$ cat src/rtl/drowsy_pkg.sv
package drowsy_pkg;

   typedef enum logic [0:0] {
      ACC_IDLE = 1'b0,
      ACC_BUSY = 1'b1
   } acc_state_e;

endpackage

$ cat src/rtl/drowsy_sweep_timer.sv
module drowsy_sweep_timer #(
   parameter int unsigned PERIOD = 4000
) (
   input  logic clk,
   input  logic rst_n,
   output logic sweep_stb
);
   localparam int unsigned CW = (PERIOD > 1) ? $clog2(PERIOD) : 1;
   localparam logic [CW-1:0] LAST = CW'(PERIOD - 1);

   logic [CW-1:0] tick_q;

   always_ff @(posedge clk or negedge rst_n) begin
      if (!rst_n)              tick_q <= '0;
      else if (tick_q == LAST) tick_q <= '0;
      else                     tick_q <= tick_q + 1'b1;
   end

   assign sweep_stb = (tick_q == LAST);
endmodule

$ cat src/rtl/drowsy_line_bank.sv
module drowsy_line_bank #(
   parameter int unsigned NUM_LINES = 64,
   parameter int unsigned IDX_W     = 6,
   parameter int unsigned OCC_W     = 7
) (
   input  logic                 clk,
   input  logic                 rst_n,
   input  logic                 sweep_stb,
   input  logic                 wake_en,
   input  logic [IDX_W-1:0]     wake_idx,
   input  logic                 hold_en,
   input  logic [IDX_W-1:0]     hold_idx,
   output logic [NUM_LINES-1:0] drowsy_bits,
   output logic [NUM_LINES-1:0] vsel,
   output logic [OCC_W-1:0]     low_count
);
   for (genvar li = 0; li < NUM_LINES; li++) begin : g_line
      logic asleep_q;
      logic is_wake, is_hold;

      assign is_wake = wake_en && (wake_idx == IDX_W'(li));
      assign is_hold = hold_en && (hold_idx == IDX_W'(li));

      always_ff @(posedge clk or negedge rst_n) begin
         if (!rst_n)         asleep_q <= 1'b0;
         else if (sweep_stb) asleep_q <= 1'b1;
         else if (is_wake)   asleep_q <= 1'b0;
      end

      assign drowsy_bits[li] = asleep_q;
      assign vsel[li]        = !asleep_q || is_hold;
   end

   always_comb begin
      low_count = '0;
      for (int k = 0; k < NUM_LINES; k++) begin
         low_count = low_count + OCC_W'(!vsel[k]);
      end
   end
endmodule

$ cat src/rtl/drowsy_access_fsm.sv
module drowsy_access_fsm
   import drowsy_pkg::*;
#(
   parameter int unsigned NUM_LINES   = 64,
   parameter int unsigned IDX_W       = 6,
   parameter int unsigned HIT_LATENCY = 1,
   parameter int unsigned WAKE_CYCLES = 2
) (
   input  logic                 clk,
   input  logic                 rst_n,
   input  logic                 req_valid,
   input  logic [IDX_W-1:0]     req_idx,
   input  logic [NUM_LINES-1:0] drowsy_bits,
   input  logic                 sweep_stb,
   output logic                 req_ready,
   output logic                 rsp_valid,
   output logic                 rsp_slow,
   output logic [IDX_W-1:0]     rsp_idx,
   output logic                 wake_en,
   output logic                 hold_en,
   output logic                 acc_evt,
   output logic                 slow_evt
);
   localparam int unsigned SLOW_LAT = HIT_LATENCY + WAKE_CYCLES;
   localparam int unsigned LW       = $clog2(SLOW_LAT + 1);
   localparam logic [LW-1:0] FAST_LOAD = LW'(HIT_LATENCY - 1);
   localparam logic [LW-1:0] SLOW_LOAD = LW'(SLOW_LAT - 1);

   acc_state_e       state_q;
   logic [LW-1:0]    wait_q;
   logic [IDX_W-1:0] idx_q;
   logic             slow_q;
   logic             swept_q;
   logic             accept;
   logic             target_drowsy;

   assign req_ready     = (state_q == ACC_IDLE);
   assign accept        = req_valid && req_ready;
   assign target_drowsy = drowsy_bits[req_idx];

   always_ff @(posedge clk or negedge rst_n) begin
      if (!rst_n) begin
         state_q <= ACC_IDLE;
         wait_q  <= '0;
         idx_q   <= '0;
         slow_q  <= 1'b0;
         swept_q <= 1'b0;
      end else begin
         unique case (state_q)
            ACC_IDLE: begin
               if (accept) begin
                  state_q <= ACC_BUSY;
                  idx_q   <= req_idx;
                  slow_q  <= target_drowsy;
                  wait_q  <= target_drowsy ? SLOW_LOAD : FAST_LOAD;
                  swept_q <= 1'b0;
               end
            end
            ACC_BUSY: begin
               if (sweep_stb) swept_q <= 1'b1;
               if (wait_q == '0) state_q <= ACC_IDLE;
               else              wait_q  <= wait_q - 1'b1;
            end
            default: state_q <= ACC_IDLE;
         endcase
      end
   end

   assign rsp_valid = (state_q == ACC_BUSY) && (wait_q == '0);
   assign rsp_slow  = slow_q;
   assign rsp_idx   = idx_q;
   assign hold_en   = (state_q == ACC_BUSY) && slow_q;
   assign wake_en   = rsp_valid && slow_q && !swept_q && !sweep_stb;
   assign acc_evt   = accept;
   assign slow_evt  = accept && target_drowsy;
endmodule

$ cat src/rtl/drowsy_sat_counter.sv
module drowsy_sat_counter #(
   parameter int unsigned W = 16
) (
   input  logic         clk,
   input  logic         rst_n,
   input  logic         bump,
   output logic [W-1:0] value
);
   localparam logic [W-1:0] TOP = {W{1'b1}};

   always_ff @(posedge clk or negedge rst_n) begin
      if (!rst_n)                    value <= '0;
      else if (bump && value != TOP) value <= value + 1'b1;
   end
endmodule

$ cat src/rtl/drowsy_line_ctrl.sv
module drowsy_line_ctrl #(
   parameter int unsigned NUM_LINES    = 64,
   parameter int unsigned SWEEP_CYCLES = 4000,
   parameter int unsigned WAKE_CYCLES  = 2,
   parameter int unsigned HIT_LATENCY  = 1,
   parameter int unsigned CNT_W        = 16,
   localparam int unsigned IDX_W       = (NUM_LINES > 1) ? $clog2(NUM_LINES) : 1,
   localparam int unsigned OCC_W       = $clog2(NUM_LINES + 1)
) (
   input  logic                 clk,
   input  logic                 rst_n,
   input  logic                 req_valid,
   output logic                 req_ready,
   input  logic [IDX_W-1:0]     req_idx,
   output logic                 rsp_valid,
   output logic                 rsp_slow,
   output logic [IDX_W-1:0]     rsp_idx,
   output logic [NUM_LINES-1:0] line_vsel,
   output logic [OCC_W-1:0]     drowsy_lines,
   output logic [CNT_W-1:0]     acc_count,
   output logic [CNT_W-1:0]     slow_count
);
   if (NUM_LINES < 2 || (1 << IDX_W) != NUM_LINES) begin : g_chk_lines
      $error("NUM_LINES must be a power of two of at least 2");
   end
   if (WAKE_CYCLES < 1) begin : g_chk_wake
      $error("WAKE_CYCLES must be at least 1");
   end
   if (HIT_LATENCY < 1) begin : g_chk_hit
      $error("HIT_LATENCY must be at least 1");
   end
   if (SWEEP_CYCLES < 2) begin : g_chk_sweep
      $error("SWEEP_CYCLES must be at least 2");
   end
   if (CNT_W < 1) begin : g_chk_cnt
      $error("CNT_W must be at least 1");
   end

   logic                 sweep_stb;
   logic [NUM_LINES-1:0] drowsy_bits;
   logic                 wake_en;
   logic                 hold_en;
   logic                 acc_evt;
   logic                 slow_evt;

   drowsy_sweep_timer #(
      .PERIOD (SWEEP_CYCLES)
   ) u_timer (
      .clk       (clk),
      .rst_n     (rst_n),
      .sweep_stb (sweep_stb)
   );

   drowsy_access_fsm #(
      .NUM_LINES   (NUM_LINES),
      .IDX_W       (IDX_W),
      .HIT_LATENCY (HIT_LATENCY),
      .WAKE_CYCLES (WAKE_CYCLES)
   ) u_fsm (
      .clk         (clk),
      .rst_n       (rst_n),
      .req_valid   (req_valid),
      .req_idx     (req_idx),
      .drowsy_bits (drowsy_bits),
      .sweep_stb   (sweep_stb),
      .req_ready   (req_ready),
      .rsp_valid   (rsp_valid),
      .rsp_slow    (rsp_slow),
      .rsp_idx     (rsp_idx),
      .wake_en     (wake_en),
      .hold_en     (hold_en),
      .acc_evt     (acc_evt),
      .slow_evt    (slow_evt)
   );

   drowsy_line_bank #(
      .NUM_LINES (NUM_LINES),
      .IDX_W     (IDX_W),
      .OCC_W     (OCC_W)
   ) u_bank (
      .clk         (clk),
      .rst_n       (rst_n),
      .sweep_stb   (sweep_stb),
      .wake_en     (wake_en),
      .wake_idx    (rsp_idx),
      .hold_en     (hold_en),
      .hold_idx    (rsp_idx),
      .drowsy_bits (drowsy_bits),
      .vsel        (line_vsel),
      .low_count   (drowsy_lines)
   );

   drowsy_sat_counter #(
      .W (CNT_W)
   ) u_acc_cnt (
      .clk   (clk),
      .rst_n (rst_n),
      .bump  (acc_evt),
      .value (acc_count)
   );

   drowsy_sat_counter #(
      .W (CNT_W)
   ) u_slow_cnt (
      .clk   (clk),
      .rst_n (rst_n),
      .bump  (slow_evt),
      .value (slow_count)
   );
endmodule

$ cat config.mk
export PLATFORM = sky130hd
export DESIGN_NAME = drowsy_line_ctrl
export DESIGN_NICKNAME = d
export VERILOG_FILES = /design/src/rtl/drowsy_pkg.sv /design/src/rtl/drowsy_sweep_timer.sv /design/src/rtl/drowsy_line_bank.sv /design/src/rtl/drowsy_access_fsm.sv /design/src/rtl/drowsy_sat_counter.sv /design/src/rtl/drowsy_line_ctrl.sv
export SDC_FILE = /design/constraint.sdc
export NUM_CORES = 1
export LEC_CHECK = 0
export BUFFER_PORTS_ARGS = -buffer_cell sky130_fd_sc_hd__buf_2
export CORE_ASPECT_RATIO = 0.75
export CORE_MARGIN = 3
export CORE_UTILIZATION = 55
export CTS_BUF_LIST = sky130_fd_sc_hd__clkbuf_2
export DETAILED_ROUTE_END_ITERATION = 8
export PLACE_DENSITY_LB_ADDON = 0.2
export SLEW_MARGIN = 10
export SYNTH_ARGS = -nofsm -noshare
export SYNTH_HDL_FRONTEND = slang
export SYNTH_HIERARCHICAL = 1
export SYNTH_SLANG_ARGS = --single-unit
$ cat constraint.sdc
create_clock -name clk -period 9.2 [get_ports clk]
set_input_delay 2.3 -clock clk [delete_from_list [all_inputs] [get_ports clk]]
set_output_delay 2.3 -clock clk [all_outputs]
set_load 0.005 [all_outputs]
==> impl_metrics.sql, run 1 <==
INSERT INTO impl_metrics (metric_group, metric, value, unit) VALUES
('pwr', 'power_frac_seq', '41.5', '%'),
('timing', 'fin_crit_sh', '106', '%'),
('pwr', 'p_clk_share', '26.3', '%'),
('synthesis', 'synth_seq_cells', '119', ''),
('cts', 'path_clk_slew', '0.18', 'ns'),
('synthesis', 'yosysSeqAreaShare', '33.2', '%'),
('worst_setup_path', 'crit_fanout', '5', ''),
('grt', 'grt_start_max_net_pins', '77', ''),
('grt', 'vias_in_the_first_global_route', '6649', ''),
('pwr', 'power_density', '151', 'mW/mm²'),
('floorplanning', 'floorplan.initialDensity', '57.4', '%'),
('synthesis', 'yosysTopAreaCellShare', '33.2', '%'),
('routing', 'first_pass_iters', '6', ''),
('cts', 'clkLatencyLatePin', '0.72', 'ns'),
('pwr', 'p_int', '0.943', 'mW'),
('status', 'violated_checks', 'negative setup slack', ''),
('cts', 'number_of_h_tree_levels', '4', ''),
('floorplanning', 'die-width', '153', 'µm'),
('pwr', 'leakage', '4.91', 'nW'),
('synthesis', 'combined_area_of_all_synthesized_cells', '0.00897', 'mm²'),
('finish', 'final_layout_size_suffix_gt1_share', '27.5', '%'),
('cts', 'cts_buffers', '17', ''),
('synthesis', 'avgSynthCellArea', '10.2', 'µm²'),
('timing', 'min_period', '9.75', 'ns'),
('worst_setup_path', 'critical_path.startpoint_type', 'flip-flop', ''),
('floorplanning', 'floorplan.io_pins', '121', ''),
('placed_design', 'portBuffers', '120', ''),
('routing', 'drt-initial-drc-count', '674', ''),
('timing', 'fin_hold_ws', '0.497', 'ns'),
('placed_design', 'pre_cts_slack', '-0.00313', 'ns'),
('finish', 'layout.core_utilization', '63.8', '%'),
('routing', 'average_wire_length_per_cell_after_detail_routing', '20.7', 'µm'),
('floorplanning', 'floorplan.rows', '39', ''),
('timing', 'number_of_setup_violations_in_the_final_report', '6', ''),
('min_path', 'min_path_type', 'reg2reg', ''),
('floorplanning', 'floorplan.die_area', '0.0179', 'mm²'),
('synthesis', 'ys_dominant_reg_cell', 'sky130_fd_sc_hd__dfrtp_1', ''),
('cts', 'cts.hold.buffers_added', '0', ''),
('synthesis', 'proportion_of_synthesized_flip_flops_having_asynchronous_set_or_reset', '100', '%'),
('status', 'outcome', 'complete, but fails checks', ''),
('timing', 'post-route-worst-setup-slack', '-0.548', 'ns'),
('timing', 'rsz0062_at_grt', 'true', ''),
('synthesis', 'yosysTopAreaCell', 'sky130_fd_sc_hd__dfrtp_1', ''),
('floorplanning', 'die_outline_height', '117', 'µm'),
('cts', 'clk_root_buffer_cell', 'sky130_fd_sc_hd__clkbuf_2', ''),
('cts', 'tritoncts_num_sinks', '119', ''),
('finish', 'antenna_cells_inserted', '0', ''),
('pwr', 'vdd.ir_drop.worst', '0.108', 'mV'),
('timing', 'timing.max_slew.rel_slack', '28.8', '%'),
('routing', 'remaining_routing_drc_violations', '0', ''),
('grt', 'globalRouteTotalUtil', '28.1', '%'),
('worst_setup_path', 'critical_path_arrival', '7.45', 'ns'),
('synthesis', 'mappedNetlistNets', '962', ''),
('routing', 'vias_per_cell', '6.01', ''),
('routing', 'vias', '7144', ''),
('pwr', 'power.share.switching', '37.4', '%'),
('cts', 'tritoncts', 'done', ''),
('routing', 'drt.antenna.violating_nets', '0', ''),
('finish', 'final_design_area_no_fill', '0.00996', 'mm²'),
('synthesis', 'synth_area_leaders', 'sky130_fd_sc_hd__dfrtp_1, sky130_fd_sc_hd__fa_1, sky130_fd_sc_hd__buf_4', ''),
('timing', 'slew_at_the_pin_closest_to_its_max_slew_limit', '1.06', 'ns'),
('placed_design', 'post_dp_cell_area', '0.00951', 'mm²'),
('pwr', 'switchingPower', '0.564', 'mW'),
('timing', 'finClkSkew', '0.0356', 'ns'),
('placed_design', 'weighted_congestion_reported_at_the_end_of_routability_driven_placement', '0.967', ''),
('grt', 'grt_remaining_overflow', '0', ''),
('placed_design', 'hpwl', '18.7', 'mm'),
('worst_setup_path', 'crit_path_required_time', '6.90', 'ns'),
('worst_setup_path', 'critical_path_class', 'reg2out', ''),
('timing', 'fmax', '0.103', 'GHz'),
('pwr', 'comb_power_share', '32.2', '%');
==> registers in the layout, indices dropped and copies added (netlist names) <==
name	count
u_slow_cnt/value	16
u_acc_cnt/value	16
u_timer/tick_q	12
u_bank/g_line.asleep_q	64
u_fsm/state_q	1
u_fsm/rsp_idx	6
u_fsm/wait_q	2
u_fsm/swept_q	1
u_fsm/rsp_slow	1
==> synth_stat cells (13+ instances only) <==
| cell type | instances |
|---|---|
| sky130_fd_sc_hd__o21ai_0 | 89 |
| sky130_fd_sc_hd__buf_4 | 64 |
| sky130_fd_sc_hd__nand3_1 | 24 |
| sky130_fd_sc_hd__a21o_1 | 46 |
| sky130_fd_sc_hd__xnor2_1 | 13 |
| sky130_fd_sc_hd__dfrtp_1 | 119 |
| sky130_fd_sc_hd__fa_1 | 54 |
| sky130_fd_sc_hd__o21a_1 | 50 |
| sky130_fd_sc_hd__nand2b_1 | 22 |
| sky130_fd_sc_hd__nand2_1 | 66 |
| sky130_fd_sc_hd__mux2i_1 | 18 |
| sky130_fd_sc_hd__nand4_1 | 22 |
| sky130_fd_sc_hd__nor2_1 | 25 |
| sky130_fd_sc_hd__inv_1 | 65 |
| sky130_fd_sc_hd__a21oi_1 | 19 |
| sky130_fd_sc_hd__clkbuf_1 | 22 |
| sky130_fd_sc_hd__ha_1 | 19 |
==> stage by stage <==
step	power [mW]	std cells	setup TNS [ns]
2_1_floorplan	0.876	880	0
3_5_place_dp	1.08	1150	-0.00313
3_3_place_gp	1.08	1150	0
5_1_grt	1.59	1188	-3.93
6_report	1.51	1188	-2.45
4_1_cts	1.50	1187	-2.40
==> per-layer routing <==
metal  wire length, µm  GRT usage [%]  vias to the layer above
li1                  -              -                     3234
met1             11400           44.2                     3495
met2              9920           37.3                      381
met3              3000           9.63                       34
met4               261           5.94                        0
met5                 0              0                        -
==> final timing paths <==
path	startpoint	end	slack [ns]	depth (start not counted)
worst max register to register	u_timer/tick_q[0]$_DFF_PN0_	u_bank/g_line[3].asleep_q$_DFFE_PN0P_	5.96	9
min in group asynchronous	rst_n	u_bank/g_line[17].asleep_q$_DFFE_PN0P_	1.53	1
worst min register to register	u_fsm/wait_q[0]$_DFFE_PN0P_	u_fsm/wait_q[0]$_DFFE_PN0P_	0.50	1
worst min-delay path	u_fsm/wait_q[0]$_DFFE_PN0P_	u_fsm/wait_q[0]$_DFFE_PN0P_	0.50	1
max in group asynchronous	rst_n	u_bank/g_line[8].asleep_q$_DFFE_PN0P_	6.28	2
worst max-delay path	u_fsm/state_q$_DFF_PN0_	drowsy_lines[6]	-0.55	22
==> repair_timing <==
item                                    in CTS  in global routing
resized for setup                           21                  7
buffers inserted                             3                  1
cloned                                       2                  0
pin swaps                                   22                  2
endpoints found under the setup margin       6                  7
==> power groups by stage <==
stage	registers, mW	logic [mW]	clock network (mW)
2_1_floorplan	0.644	0.231	0
5_1_grt	0.633	0.524	0.430
3_5_place_dp	0.631	0.453	0
4_1_cts	0.623	0.475	0.403
6_report	0.626	0.485	0.396
3_3_place_gp	0.629	0.452	0
==> critical path: stages (launching register included) <==
cell and delay [ns]:
sky130_fd_sc_hd__dfrtp_1 0.40, sky130_fd_sc_hd__and2_4 0.16, sky130_fd_sc_hd__or3b_4 0.43, sky130_fd_sc_hd__buf_8 0.16, sky130_fd_sc_hd__o21a_1 0.21, sky130_fd_sc_hd__fa_1 0.51, sky130_fd_sc_hd__fa_1 0.52, sky130_fd_sc_hd__inv_1 0.05
sky130_fd_sc_hd__fa_1 0.49, sky130_fd_sc_hd__inv_1 0.06, sky130_fd_sc_hd__fa_2 0.53, sky130_fd_sc_hd__inv_2 0.04, sky130_fd_sc_hd__fa_1 0.54, sky130_fd_sc_hd__fa_1 0.43, sky130_fd_sc_hd__fa_1 0.50, sky130_fd_sc_hd__inv_1 0.06
sky130_fd_sc_hd__fa_1 0.48, sky130_fd_sc_hd__ha_2 0.21, sky130_fd_sc_hd__fa_2 0.36, sky130_fd_sc_hd__a211o_1 0.30, sky130_fd_sc_hd__a21oi_2 0.14, sky130_fd_sc_hd__o21bai_1 0.07, sky130_fd_sc_hd__buf_2 0.12
==> cells by family after synthesis <==
group                      Yosys count  share of synthesized area, %
adders and majority gates           73                          14.7
xor gates and xnor gates            20                          1.95
buffers and inverters              161                          9.91
muxes                               40                          6.61
DFF                                119                          33.2
and+or+nand+nor                    233                          16.4
AOI/OAI and AO/OA                  234                          17.2
==> final cells by class <==
cell class / instances / area [µm²]
clock buffer: 17 / 85.1
clock inverter: 15 / 203
fill: 1353 / 5650
inverter: 65 / 244
multi-input combinational: 600 / 5190
sequential: 119 / 2980
tap: 205 / 256
timing repair buffer: 167 / 997
==> layout by cell type (no fill, tap or decap), drive strengths merged, types with 8 or more instances in the layout <==
cell type  synthesis  layout
fa                54      54
mux2              10      10
a21o              46      46
mux4              12      12
nand2b            22      22
ha                19      19
o21a              50      50
inv               65      67
buf               74     167
o21ai             90      90
and3               8       8
nand4             25      25
xnor2             13      13
dfrtp            119     119
mux2i             18      18
nor2              25      25
clkbuf            22      17
nand2             66      66
nand3             32      32
a21oi             20      20
Note: power is estimated with default switching activity, not from simulation.
==> inputs of run 2 (changes only) <==
--- a/config.mk
+++ b/config.mk
@@ -7,7 +7,7 @@
 export LEC_CHECK = 0
 export BUFFER_PORTS_ARGS = -buffer_cell sky130_fd_sc_hd__buf_2
 export CORE_ASPECT_RATIO = 0.75
-export CORE_MARGIN = 3
+export CORE_MARGIN = 1
 export CORE_UTILIZATION = 55
 export CTS_BUF_LIST = sky130_fd_sc_hd__clkbuf_2
 export DETAILED_ROUTE_END_ITERATION = 8
==> impl_metrics.sql, run 2 (synthesis gave the netlist of run 1 again) <==
INSERT INTO impl_metrics (metric_group, metric, value, unit) VALUES
('timing', 'fin_crit_sh', '106', '%'),
('finish', 'antenna_cells_inserted', '0', ''),
('finish', 'design.final.nets', '1059', ''),
('grt', 'vias_in_the_first_global_route', '6672', ''),
('pwr', 'leakage', '4.93', 'nW'),
('cts', 'path_clk_slew', '0.22', 'ns'),
('routing', 'average_wire_length_per_cell_after_detail_routing', '20.5', 'µm'),
('timing', 'slew_at_the_pin_closest_to_its_max_slew_limit', '1.08', 'ns'),
('status', 'violated_checks', 'negative setup slack', ''),
('worst_setup_path', 'critical_path.startpoint_type', 'flip-flop', ''),
('placed_design', 'pre_cts_slack', '-0.0891', 'ns'),
('job', 'max-cap-violations', '0', ''),
('floorplanning', 'floorplan.initialDensity', '56.2', '%'),
('cts', 'cts_buffers', '17', ''),
('finish', 'layout.core_utilization', '63.0', '%'),
('placed_design', 'hpwl', '18.4', 'mm'),
('worst_setup_path', 'critical_path.cell_chain', 'buf_6 -> nand4_1 -> o21a_1 -> fa_1 -> fa_2 -> inv_1 -> fa_1 -> fa_1 -> fa_1 -> fa_1 -> fa_1 -> inv_1 -> fa_2 -> ha_4 -> fa_2 -> a211o_1 -> a21oi_2 -> o21bai_1 -> buf_2', ''),
('cts', 'cts.hold.buffers_added', '0', ''),
('floorplanning', 'die-width', '149', 'µm'),
('grt', 'grt_start_max_net_pins', '75', ''),
('timing', 'min_period', '9.74', 'ns'),
('floorplanning', 'floorplan.die_area', '0.0168', 'mm²'),
('timing', 'report.final.slew_viol_count', '0', ''),
('grt', 'first_pass_grt_wire_length', '38.3', 'mm'),
('finish', 'largest_registers', 'u_bank/g_line.asleep_q: 64 flops, u_acc_cnt/value: 16 flops, u_slow_cnt/value: 16 flops', ''),
('timing', 'finClkSkew', '0.0362', 'ns'),
('grt', 'number_of_antenna_violations_at_the_first_check_in_global_routing', '0', ''),
('timing', 'number_of_setup_violations_in_the_final_report', '6', ''),
('floorplanning', 'core_region_area', '0.0160', 'mm²'),
('placed_design', 'weighted_congestion_reported_at_the_end_of_routability_driven_placement', '0.965', ''),
('grt', 'globalRouteTotalUtil', '30.4', '%'),
('placed_design', 'portBuffers', '120', ''),
('worst_setup_path', 'critical_path_arrival', '7.44', 'ns'),
('placed_design', 'post_dp_cell_area', '0.00952', 'mm²'),
('cts', 'tritoncts_num_sinks', '119', ''),
('routing', 'drt-initial-drc-count', '771', ''),
('routing', 'vias', '7151', ''),
('status', 'outcome', 'complete, but fails checks', ''),
('finish', 'largest_register', 'u_bank/g_line.asleep_q', ''),
('floorplanning', 'floorplan.rows', '40', ''),
('floorplanning', 'die_outline_height', '113', 'µm'),
('routing', 'first_pass_iters', '5', ''),
('grt', 'grt_remaining_overflow', '0', ''),
('cts', 'cts-root-to-sink-buffers', '2', ''),
('pwr', 'vdd.ir_drop.worst', '0.0916', 'mV'),
('worst_setup_path', 'crit_path_required_time', '6.90', 'ns'),
('timing', 'rsz0062_at_grt', 'true', ''),
('cts', 'clk_root_buffer_cell', 'sky130_fd_sc_hd__clkbuf_2', ''),
('worst_setup_path', 'crit_fanout', '19', ''),
('cts', 'tritoncts', 'done', ''),
('cts', 'number_of_h_tree_levels', '4', ''),
('finish', 'mostFrequentLayoutCells', 'sky130_fd_sc_hd__buf_2, sky130_fd_sc_hd__dfrtp_1, sky130_fd_sc_hd__o21ai_0', ''),
('timing', 'fin_hold_ws', '0.490', 'ns'),
('pwr', 'power_density', '150', 'mW/mm²'),
('floorplanning', 'floorplan.io_pins', '121', ''),
('timing', 'post-route-worst-setup-slack', '-0.542', 'ns'),
('finish', 'area_growth_from_synthesis_to_final_layout', '12.1', '%'),
('finish', 'final_design_area_no_fill', '0.0101', 'mm²'),
('min_path', 'min_path_type', 'reg2reg', ''),
('finish', 'largest_reg_flops', '64', ''),
('finish', 'final_layout_size_suffix_gt1_share', '28.9', '%'),
('routing', 'remaining_routing_drc_violations', '0', ''),
('worst_setup_path', 'critical-path-top-cell-by-count', 'sky130_fd_sc_hd__fa_1', ''),
('pwr', 'fin_total_pwr', '1.51', 'mW'),
('worst_setup_path', 'family_of_cells_with_the_greatest_summed_delay_on_the_critical_path', 'adder cells', ''),
('cts', 'clkLatencyLatePin', '0.70', 'ns'),
('routing', 'drt.antenna.violating_nets', '0', ''),
('worst_setup_path', 'cp.buffers_inverters', '4', ''),
('worst_setup_path', 'timing.critical_path.slowest_stage_cell', 'sky130_fd_sc_hd__fa_1', ''),
('finish', 'most_frequent_standard_cell_in_the_layout_excluding_fill_and_tap_cells', 'sky130_fd_sc_hd__buf_2', ''),
('timing', 'fmax', '0.103', 'GHz'),
('routing', 'vias_per_cell', '5.96', ''),
('worst_setup_path', 'critPathCaptureType', 'output pin', ''),
('timing', 'timing.max_slew.rel_slack', '28.0', '%'),
('timing', 'hold_violations', '0', ''),
('routing', 'drt-total-wl', '24.7', 'mm'),
('worst_setup_path', 'critical_path_class', 'reg2out', ''),
('worst_setup_path', 'critPathMaxStageDelay', '0.61', 'ns');
-- run 2: cell count changes in the layout (fill, tap and decap cells not counted), moves of 2 or more --
cell                         change
sky130_fd_sc_hd__clkinvlp_4      +3
sky130_fd_sc_hd__buf_12          +2
sky130_fd_sc_hd__buf_4           +4
sky130_fd_sc_hd__nor2b_1         -3
sky130_fd_sc_hd__nor2b_2         +2
sky130_fd_sc_hd__nand2_1         -2
sky130_fd_sc_hd__buf_6           +3
sky130_fd_sc_hd__bufinv_16       -2
sky130_fd_sc_hd__fa_1            -5
sky130_fd_sc_hd__fa_2            +5
sky130_fd_sc_hd__buf_2           -2
-- run 2: power breakdown --
part	total [mW]	switching, mW	internal, mW
combinational	0.548	0.315	0.232
sequential	0.618	0.0544	0.563
clock	0.341	0.217	0.124
-- run 2: what timing repair did --
item,in CTS,in global routing
gates resized for setup,30,13
setup endpoints to repair,6,6
gates cloned,1,1
setup buffers,5,9
pin swaps,18,12
-- run 2: area by class of cell --
cell class              instances  area (µm²)
clock buffers                  17        85.1
clock inverters                15         156
fillers                      1339        5910
inverters                      65         244
multi-input cells             600        5240
flip-flops and latches        119        2980
well taps                     210         263
repair buffers                174        1080
-- run 2: worst paths after layout --
check                                        startpoint  depth (start not counted)                                      to  slack (ns)
setup / recovery           u_fsm/rsp_idx[3]$_DFFE_PN0P_                         19                         drowsy_lines[6]       -0.54
hold / removal              u_fsm/wait_q[0]$_DFFE_PN0P_                          1             u_fsm/wait_q[0]$_DFFE_PN0P_        0.49
setup reg to reg            u_timer/tick_q[0]$_DFF_PN0_                          9  u_bank/g_line[12].asleep_q$_DFFE_PN0P_        5.95
hold reg to reg             u_fsm/wait_q[0]$_DFFE_PN0P_                          1             u_fsm/wait_q[0]$_DFFE_PN0P_        0.49
max in group asynchronous                         rst_n                          2          u_acc_cnt/value[6]$_DFFE_PN0P_        6.28
min in group asynchronous                         rst_n                          1        u_slow_cnt/value[15]$_DFFE_PN0P_        1.63
-- run 2: layer usage --
metal	GRT usage [%]	vias up	wire, µm
met5	0	-	0
met3	8.86	27	2500
li1	-	3250	-
met4	6.33	0	316
met1	49.2	3535	11800
met2	39.4	339	10000
-- run 2: metrics by stage --
stage | TNS, ns | std cells
after global placement | -0.164 | 1152
after floorplan | 0 | 880
final | -2.23 | 1200
after global routing | -3.89 | 1200
after detailed placement | -0.115 | 1152
after CTS | -1.95 | 1190
==> inputs of run 3 (changes only) <==
--- a/config.mk
+++ b/config.mk
@@ -5,13 +5,14 @@
 export SDC_FILE = /design/constraint.sdc
 export NUM_CORES = 1
 export LEC_CHECK = 0
+export ABC_CLOCK_PERIOD_IN_PS = 9200
 export BUFFER_PORTS_ARGS = -buffer_cell sky130_fd_sc_hd__buf_2
 export CORE_ASPECT_RATIO = 0.75
 export CORE_MARGIN = 1
 export CORE_UTILIZATION = 55
 export CTS_BUF_LIST = sky130_fd_sc_hd__clkbuf_2
 export DETAILED_ROUTE_END_ITERATION = 8
-export PLACE_DENSITY_LB_ADDON = 0.2
+export PLACE_DENSITY = 0.84
 export SLEW_MARGIN = 10
 export SYNTH_ARGS = -nofsm -noshare
 export SYNTH_HDL_FRONTEND = slang
==> impl_metrics.sql, run 3 (synthesis gave the netlist of run 1 again) <==
INSERT INTO impl_metrics (metric_group, metric, value, unit) VALUES
('finish', 'most_frequent_standard_cell_in_the_layout_excluding_fill_and_tap_cells', 'sky130_fd_sc_hd__buf_2', ''),
('worst_setup_path', 'critical_path_class', 'reg2out', ''),
('cts', 'clk_root_buffer_cell', 'sky130_fd_sc_hd__clkbuf_2', ''),
('worst_setup_path', 'regToRegSetupSlack', '5.81', 'ns'),
('cts', 'cts-root-to-sink-buffers', '2', ''),
('routing', 'drt.antenna.violating_nets', '0', ''),
('timing', 'finClkSkew', '0.0358', 'ns'),
('routing', 'first_pass_iters', '6', ''),
('floorplanning', 'die_outline_height', '113', 'µm'),
('worst_setup_path', 'worst_r2r_path_depth', '9', ''),
('cts', 'clkLatencyLatePin', '0.66', 'ns'),
('floorplanning', 'floorplan.initialDensity', '56.2', '%'),
('status', 'outcome', 'complete, but fails checks', ''),
('pwr', 'vdd.ir_drop.worst', '0.0981', 'mV'),
('worst_setup_path', 'critical_path_arrival', '7.38', 'ns'),
('cts', 'tritoncts', 'done', ''),
('finish', 'filler_cell_count', '1230', ''),
('floorplanning', 'floorplan.rows', '40', ''),
('finish', 'largest_register', 'u_bank/g_line.asleep_q', ''),
('finish', 'area_growth_from_synthesis_to_final_layout', '13.3', '%'),
('routing', 'vias_per_cell', '6.36', ''),
('cts', 'tritoncts_num_sinks', '119', ''),
('timing', 'report.final.slew_viol_count', '0', ''),
('finish', 'design.final.nets', '1070', ''),
('timing', 'slew_at_the_pin_closest_to_its_max_slew_limit', '1.14', 'ns'),
('grt', 'first_pass_grt_wire_length', '40.1', 'mm'),
('timing', 'setup_tns_after_final_layout', '-1.96', 'ns'),
('placed_design', 'weighted_congestion_reported_at_the_end_of_routability_driven_placement', '1.01', ''),
('placed_design', 'hpwl', '18.8', 'mm'),
('placed_design', 'pre_cts_slack', '-0.0782', 'ns'),
('timing', 'fin_crit_sh', '105', '%'),
('finish', 'largest_registers', 'u_bank/g_line.asleep_q: 64 flops, u_acc_cnt/value: 16 flops, u_slow_cnt/value: 16 flops', ''),
('finish', 'layout.core_utilization', '63.6', '%'),
('grt', 'number_of_antenna_violations_at_the_first_check_in_global_routing', '1', ''),
('pwr', 'power_density', '153', 'mW/mm²'),
('routing', 'drt-initial-drc-count', '1053', ''),
('worst_setup_path', 'crit_path_required_time', '6.90', 'ns'),
('grt', 'vias_in_the_first_global_route', '7204', ''),
('floorplanning', 'core_region_area', '0.0160', 'mm²'),
('timing', 'fmax', '0.103', 'GHz'),
('min_path', 'min-delay-start', 'u_fsm/wait_q[0]$_DFFE_PN0P_', ''),
('pwr', 'fin_total_pwr', '1.55', 'mW'),
('worst_setup_path', 'critical_path.startpoint_type', 'flip-flop', ''),
('placed_design', 'portBuffers', '120', ''),
('finish', 'seq_area', '0.00298', 'mm²'),
('worst_setup_path', 'rr_startpoint', 'u_timer/tick_q[0]$_DFF_PN0_', ''),
('cts', 'cts.hold.buffers_added', '0', ''),
('min_path', 'hold_end', 'u_fsm/wait_q[0]$_DFFE_PN0P_', ''),
('timing', 'post-route-worst-setup-slack', '-0.476', 'ns'),
('routing', 'vias', '7702', ''),
('floorplanning', 'floorplan.io_pins', '121', ''),
('cts', 'cts_buffers', '17', ''),
('timing', 'number_of_setup_violations_in_the_final_report', '6', ''),
('pwr', 'leakage', '4.96', 'nW'),
('timing', 'rsz0062_at_grt', 'true', ''),
('timing', 'hold_violations', '0', ''),
('worst_setup_path', 'r2r-end', 'u_bank/g_line[8].asleep_q$_DFFE_PN0P_', ''),
('timing', 'min_period', '9.68', 'ns'),
('finish', 'mostFrequentLayoutCells', 'sky130_fd_sc_hd__buf_2, sky130_fd_sc_hd__dfrtp_1, sky130_fd_sc_hd__o21ai_0', ''),
('min_path', 'min_path_type', 'reg2reg', ''),
('finish', 'final_layout_size_suffix_gt1_share', '31.7', '%'),
('worst_setup_path', 'critPathCaptureType', 'output pin', ''),
('worst_setup_path', 'timing.critical_path.slowest_stage_cell', 'sky130_fd_sc_hd__fa_2', ''),
('grt', 'grt_remaining_overflow', '0', ''),
('floorplanning', 'die-width', '149', 'µm'),
('worst_setup_path', 'crit_fanout', '5', ''),
('grt', 'globalRouteTotalUtil', '31.8', '%'),
('timing', 'fin_hold_ws', '0.488', 'ns'),
('routing', 'drt-total-wl', '26.2', 'mm'),
('cts', 'path_clk_slew', '0.20', 'ns'),
('finish', 'multi_input_comb_area', '0.00532', 'mm²'),
('status', 'violated_checks', 'negative setup slack', ''),
('min_path', 'number_of_cells_on_the_worst_hold_path', '1', ''),
('routing', 'remaining_routing_drc_violations', '0', ''),
('routing', 'average_wire_length_per_cell_after_detail_routing', '21.6', 'µm'),
('finish', 'largest_reg_flops', '64', ''),
('cts', 'number_of_h_tree_levels', '4', ''),
('timing', 'timing.max_slew.rel_slack', '23.4', '%'),
('grt', 'grt_start_max_net_pins', '75', ''),
('floorplanning', 'floorplan.die_area', '0.0168', 'mm²'),
('job', 'max-cap-violations', '0', ''),
('worst_setup_path', 'critical-path-top-cell-by-count', 'sky130_fd_sc_hd__fa_2', ''),
('worst_setup_path', 'critPathMaxStageDelay', '0.59', 'ns'),
('worst_setup_path', 'critical_path.cell_chain', 'buf_12 -> nor2b_4 -> buf_6 -> nand2_2 -> o21a_1 -> fa_1 -> fa_2 -> inv_1 -> fa_1 -> fa_2 -> fa_2 -> fa_2 -> fa_2 -> inv_2 -> fa_2 -> ha_4 -> fa_2 -> a211o_1 -> a21oi_2 -> o21bai_1 -> buf_2', '');
==> run 3: how the worst max path moves through the flow <==
| stage | from | slack [ns] | cells after the start | end |
|---|---|---|---|---|
| after global routing | u_fsm/state_q$_DFF_PN0_ | -0.71 | 21 | drowsy_lines[6] |
| after detailed placement | u_fsm/state_q$_DFF_PN0_ | -0.08 | 21 | drowsy_lines[6] |
| final | u_fsm/rsp_idx[2]$_DFFE_PN0P_ | -0.48 | 21 | drowsy_lines[6] |
| after CTS | u_fsm/rsp_idx[5]$_DFFE_PN0P_ | -0.48 | 22 | drowsy_lines[6] |
| after global placement | u_fsm/state_q$_DFF_PN0_ | 0.04 | 21 | drowsy_lines[6] |
| after floorplan | u_fsm/state_q$_DFF_PN0_ | 0.21 | 22 | drowsy_lines[6] |
==> run 3: where the power goes <==
| part | switching (mW) | internal [mW] |
|---|---|---|
| combinational | 0.351 | 0.275 |
| clock | 0.201 | 0.0944 |
| sequential | 0.0662 | 0.564 |
==> run 3: final cells by class <==
type	instances	share of cell area [%]
antenna	1	0.0246
inverter	65	2.40
tap	210	2.59
timing repair buffer	184	11.3
clock inverter	13	1.08
clock buffer	18	0.887
sequential	119	29.4
multi-input combinational	601	52.3
==> run 3: timing repair <==
action                                  4_1_cts  5_1_grt
setup buffers                                18       13
pin swaps                                    31       22
endpoints found under the setup margin        6        6
gates cloned                                  1        0
gates resized for setup                      57       22
==> run 3: worst max-delay path: cells and delay by family, from the launching register on <==
kind                       cells  cell delay [ns]
AOI/OAI and AO/OA              4             0.74
and+or+nand+nor                2             0.27
adders and majority gates     10             4.67
buffers and inverters          5             0.51
DFF                            1             0.51
==> run 3: per-stage QoR <==
stage | cell area [µm²] | std cells
floorplan | 8970 | 880
global placement | 9450 | 1147
detailed placement | 9450 | 1147
CTS | 9980 | 1197
global route | 10200 | 1211
finish | 10200 | 1211
==> run 3: metal layers <==
layer | vias up | global-route usage, % | wire, µm | share of wire, %
met5 | - | 0 | 0 | 0
met4 | 0 | 11.1 | 770 | 2.9
met3 | 108 | 11.6 | 3550 | 14
met2 | 565 | 43.5 | 11200 | 43
met1 | 3765 | 46.0 | 10700 | 41
li1 | 3264 | - | - | -
